--- config.mk ---
export PLATFORM = sky130hd
export DESIGN_NAME = sync_cascade_counter
export DESIGN_NICKNAME = d
export VERILOG_FILES = /design/src/rtl/cnt_pkg.sv /design/src/rtl/cnt_ctrl.sv /design/src/rtl/cnt_next.sv /design/src/rtl/cnt_tc.sv /design/src/rtl/cnt_reg.sv /design/src/rtl/sync_cascade_counter.sv
export SDC_FILE = /design/constraint.sdc
export NUM_CORES = 1
export LEC_CHECK = 0
export ABC_AREA = 1
export ABC_CLOCK_PERIOD_IN_PS = 1000
export BUFFER_PORTS_ARGS = -buffer_cell sky130_fd_sc_hd__buf_4
export CORE_AREA = 3 3 40 42
export DETAILED_ROUTE_END_ITERATION = 6
export DIE_AREA = 0 0 43 45
export GPL_TIMING_DRIVEN = 0
export REMOVE_ABC_BUFFERS = 1
export SLEW_MARGIN = 20
export SYNTH_ARGS = -nofsm -noshare
export SYNTH_HDL_FRONTEND = slang
export SYNTH_SLANG_ARGS = --single-unit
--- constraint.sdc ---
create_clock -name clk -period 1 [get_ports clk]
set_input_delay 0.3 -clock clk [delete_from_list [all_inputs] [get_ports clk]]
set_output_delay 0.3 -clock clk [all_outputs]
set_load 0.02 [all_outputs]
--- src/rtl/cnt_pkg.sv ---
package cnt_pkg;
  typedef enum logic [1:0] {
    OP_HOLD  = 2'd0,
    OP_COUNT = 2'd1,
    OP_LOAD  = 2'd2
  } cnt_op_e;
endpackage

--- src/rtl/cnt_ctrl.sv ---
module cnt_ctrl
  import cnt_pkg::*;
(
  input  logic    load_n,
  input  logic    en_p,
  input  logic    en_t,
  output cnt_op_e op,
  output logic    upd
);
  // load beats count; clear is handled in the register stage
  always_comb begin
    if (!load_n)           op = OP_LOAD;
    else if (en_p && en_t) op = OP_COUNT;
    else                   op = OP_HOLD;
    upd = (op != OP_HOLD);
  end
endmodule

--- src/rtl/cnt_next.sv ---
module cnt_next
  import cnt_pkg::*;
#(
  parameter int MODULUS = 10,
  parameter int W       = 4
) (
  input  cnt_op_e      op,
  input  logic [W-1:0] q,
  input  logic [W-1:0] din,
  output logic [W-1:0] nxt
);
  localparam logic [W-1:0] MAX_V = W'(MODULUS - 1);

  logic [W-1:0] inc;

  // a value above MAX_V keeps stepping in plain binary and wraps at 2**W
  always_comb begin
    inc = (q == MAX_V) ? '0 : q + W'(1);
    unique case (op)
      OP_LOAD:  nxt = din;
      OP_COUNT: nxt = inc;
      default:  nxt = q;
    endcase
  end
endmodule

--- src/rtl/cnt_tc.sv ---
module cnt_tc #(
  parameter int MODULUS = 10,
  parameter int W       = 4
) (
  input  logic [W-1:0] q,
  input  logic         en_t,
  output logic         tc
);
  localparam logic [W-1:0] MAX_V = W'(MODULUS - 1);

  always_comb tc = en_t && (q == MAX_V);
endmodule

--- src/rtl/cnt_reg.sv ---
module cnt_reg #(
  parameter int W           = 4,
  parameter bit ASYNC_CLEAR = 1'b1
) (
  input  logic         clk,
  input  logic         clr_n,
  input  logic         upd,
  input  logic [W-1:0] nxt,
  output logic [W-1:0] q
);
  generate
    if (ASYNC_CLEAR) begin : g_async
      always_ff @(posedge clk or negedge clr_n) begin
        if (!clr_n)   q <= '0;
        else if (upd) q <= nxt;
      end
    end else begin : g_sync
      always_ff @(posedge clk) begin
        if (!clr_n)   q <= '0;
        else if (upd) q <= nxt;
      end
    end
  endgenerate
endmodule

--- src/rtl/sync_cascade_counter.sv ---
module sync_cascade_counter
  import cnt_pkg::*;
#(
  parameter int MODULUS     = 10,
  parameter bit ASYNC_CLEAR = 1'b1,
  parameter int W           = $clog2(MODULUS)
) (
  input  logic         clk,
  input  logic         clr_n,
  input  logic         load_n,
  input  logic [W-1:0] din,
  input  logic         en_p,
  input  logic         en_t,
  output logic [W-1:0] q,
  output logic         tc
);
  cnt_op_e      op;
  logic         upd;
  logic [W-1:0] nxt;

  cnt_ctrl u_ctrl (
    .load_n(load_n), .en_p(en_p), .en_t(en_t), .op(op), .upd(upd)
  );

  cnt_next #(.MODULUS(MODULUS), .W(W)) u_next (
    .op(op), .q(q), .din(din), .nxt(nxt)
  );

  cnt_reg #(.W(W), .ASYNC_CLEAR(ASYNC_CLEAR)) u_reg (
    .clk(clk), .clr_n(clr_n), .upd(upd), .nxt(nxt), .q(q)
  );

  cnt_tc #(.MODULUS(MODULUS), .W(W)) u_tc (
    .q(q), .en_t(en_t), .tc(tc)
  );
endmodule

# Yosys cells after proc, flatten, opt, wreduce, memory -nomap -nowiden
# Cells that the tools add are included.
# Widths: inputs -> output; s select.
# totals
regBits	4
memories	0
ram_bits	0
latch_bits	0
rom_bits	0
# classes
mux	4
n_div	0
bitwise_logic	0
n_addsub	1
mul	0
magnitude_cmp	0
shifts	0
reduce_logical	5
n_eq_ne	3
# ops
operator	n
$pmux 4 s2	1
$add 4x1->4 const B	1
$eq 4x4->1 const B	1
$mux 4	1
$reduce_bool 2->1	2
$eq 2x1->1 const B	1
$eq 2x2->1 const B	1
$logic_and 1x1->1	2
$mux 2	1
$reduce_and 2->1	1
$mux 1	1

# Logic depth before layout (Yosys ltp)
# depth
ltp_word	6
mapped_depth	6
ltp_nobuf	6

# Modules after synthesis
# A second synthesis with hierarchy kept.
# unflattened
cells_unflattened	62
hier_area_um2	400.4
# by_module_without_submodules
module	area_each_um2	instances	cells_per_inst
cnt_next	206.4	1	36
cnt_reg	148.9	1	17
cnt_tc	27.5	1	5
cnt_ctrl	17.5	1	4

# Least setup slack after synthesis
# No wires, ideal clock.
# synth_path
path_kind	reg-to-output
startpoint	register u_reg.q[2]
endpoint	output port tc
path_stages_with_launch	4
t_arrival_ns	1.185
setup_slack_ns	-0.485
cell_sequence	dfrtp_1 > inv_1 > nand2_2 > nor3b_1
# synth_via
elab_chain_cells	2
# synth_lines
element	line_no	rtl
start: declaration	cnt_reg.sv:9	output logic [W-1:0] q
start signal: assignment	cnt_reg.sv:15	else if (upd) q <= nxt;
$eq 4x4->1	cnt_tc.sv:11	always_comb tc = en_t && (q == MAX_V);
$logic_and 1x1->1	cnt_tc.sv:11	
end: declaration	sync_cascade_counter.sv:15	output logic tc
# Every way passes these cells.

# Worst setup path in the final report
# layout_path
startpoint	register u_reg.q[1]
endpoint	output port tc
# The elaborated chain is that of the path after synthesis.

==> metrics.txt <==
ports placed on the boundary 14; post-synthesis cell count 40; drt wl/cell 9.79 um; min-delay worst type in -> reg; Final Critical Period 1.37 ns; first-pass GRT wire length 1.22 mm; clk slew on worst S/H paths 0.04 ns; Total GRT Usage 8.68%; Via density 4.16; status finished, violations left; Port Buf Inserts 13; area grow syn2layout 86.8%; crit-path max cell delay 0.39 ns; Final WS setup -0.369 ns; crit end category output port; CTS tree done; hpwl dp 511 um; Critical Path Fanout Max 2; cells along the critical path inv_2, nand2_2, nor3b_2, buf_4; vias in the first global route 311; dpl ws -0.241 ns; hold depth 3; Largest Register u_reg.q; total power divided by cell area 1290 nW/um^2; static leakage 0.000264 uW; R2R depth 7; core area 1280 sq um; Worst Setup Path Type reg -> out; pin count of the biggest net entering global routing 7; global placement routability congestion 0.800; Setup Viol. Count Final 6; vias post-DR 333; cell at the root of the clock tree clkbuf_4; initial antenna violation count 0; Seq/Total Area, Yosys 36.4%; Slew headroom 88.0%; initial drt markers 3; Fin. Hold Viols 0; synthesized area 275 sq um; Peak Freq 0.730 GHz; max FFs per register 4; final period utilization 137%; worst skew pair latency 0.23 ns; Detail Route Antenna Nets 0; die area 1940 sq um; Req. time, crit path 0.70 ns; worst slew pin tran 0.179 ns; EDFF count, synth 0; Synth Warn # 0; DRC Markers 0; worst hold slack 0.310 ns; unrepaired setup endpoints after global routing yes; CTS max path bufs 2; crit path DAT 1.07 ns; number of CTS-inserted buffers 3; diode count 0; CP max-delay cell dfrtp_1; clock skew 0.000230 ns; Slew Limit Fails 0; layout cell share with drive strength beyond 1 56.9%; DIE WIDTH 43 um; peak supply drop 364 uV; top_reg_cell synth dfrtp_1; H-tree depth 1; DRT Pass-1 Iters 2; failing checks setup timing; Synth cell types 16; # rows 13; max capacitance violation total 0; crit start category flop; clk sink count 4; final cell utilization of the core 40.0%; final wirelength 783 um; Synth Area per Inst 6.88 sq um; final layout net count 76; gr ovfl total 0; initial core utilization 21.4%; fraction of registers with async set/reset 100%; Tot Pwr 664 uW; Yosys reg bits 4; Die Y 45 um; largest registers u_reg.q: 4 flops
[cells by family (layout without fill, tap and decap cells)]
group / after synthesis / after routing / share of synthesized area (%)
buffers and inverters: 8 / 33 / 10.9
flip-flops: 4 / 4 / 36.4
AO/OA/AOI/OAI: 9 / 9 / 20.5
AND/OR/NAND/NOR: 19 / 19 / 32.3
[placed cells by master, fill, tap and decap left out, drive strengths merged]
| master | netlist | layout |
|---|---|---|
| buf | 0 | 21 |
| nand2 | 10 | 10 |
| inv | 8 | 8 |
| nor2 | 4 | 4 |
| dfrtp | 4 | 4 |
| o21ai | 4 | 4 |
| clkbuf | 0 | 3 |
| a21oi | 3 | 3 |
| nand3 | 2 | 2 |
| nor3b | 1 | 1 |
| nand3b | 1 | 1 |
| o211ai | 1 | 1 |
| a31oi | 1 | 1 |
| nand4 | 1 | 1 |
| dlygate4sd3 | 0 | 1 |
[what timing repair did]
item,4_1_cts,5_1_grt
endpoints found under the setup margin,5,7
hold endpoints to repair,4,0
pin swaps,1,0
gates resized for setup,8,3
hold buffers,1,0
buffers inserted,7,1
[synth_stat cells, types with 2 or more instances]
| master | n | area [sq um] |
|---|---|---|
| nand2_1 | 8 | 30.0 |
| inv_1 | 5 | 18.8 |
| dfrtp_1 | 4 | 100 |
| nor2_1 | 4 | 15.0 |
| inv_2 | 3 | 11.3 |
| o21ai_0 | 3 | 15.0 |
| a21oi_2 | 2 | 17.5 |
| nand2_2 | 2 | 12.5 |
| nand3_1 | 2 | 10.0 |
[worst max-delay path: cells and delay by family, from the launching register on]
kind	cells	cell delay (ns)
buffers and inverters	2	0.23
and+or+nand+nor	2	0.21
DFF	1	0.39
[layer usage]
metal	part of all wire, %	track usage (%)	up-vias
met1	46	11.2	143
li1	-	-	180
met2	47	12.9	10
met5	0	0	-
met3	6.5	0	0
met4	0	9.04	0
[metrics by stage]
step	area [sq um]	instances	TNS (ns)
2_1_floorplan	275	40	-0.485
3_3_place_gp	392	68	-0.229
3_5_place_dp	392	68	-0.243
4_1_cts	499	79	-1.30
5_1_grt	514	80	-1.69
6_report	514	80	-1.42
[where the power goes]
part	internal [uW]	total [uW]	switching (uW)
Combinational	139	269	130
Sequential	183	200	17.4
Clock	134	195	61.5
[final cells by class]
type	instances	area [sq um]
fillers	151	771
repair buffers	22	179
multi-input cells	28	163
flip-flops and latches	4	101
inverters	8	30.0
clock buffers	3	22.5
well taps	15	18.8
[final timing paths]
check                                  end  slack [ns]       start
worst min-delay path            u_reg.q[2]        0.31      din[2]
min in group asynchronous       u_reg.q[1]        0.41       clr_n
worst max-delay path                    tc       -0.37  u_reg.q[1]
worst min register to register  u_reg.q[3]        0.70  u_reg.q[3]
worst max register to register  u_reg.q[3]       -0.07  u_reg.q[1]
max in group asynchronous       u_reg.q[0]        0.48       clr_n
Note: power is estimated with default switching activity, not from simulation.
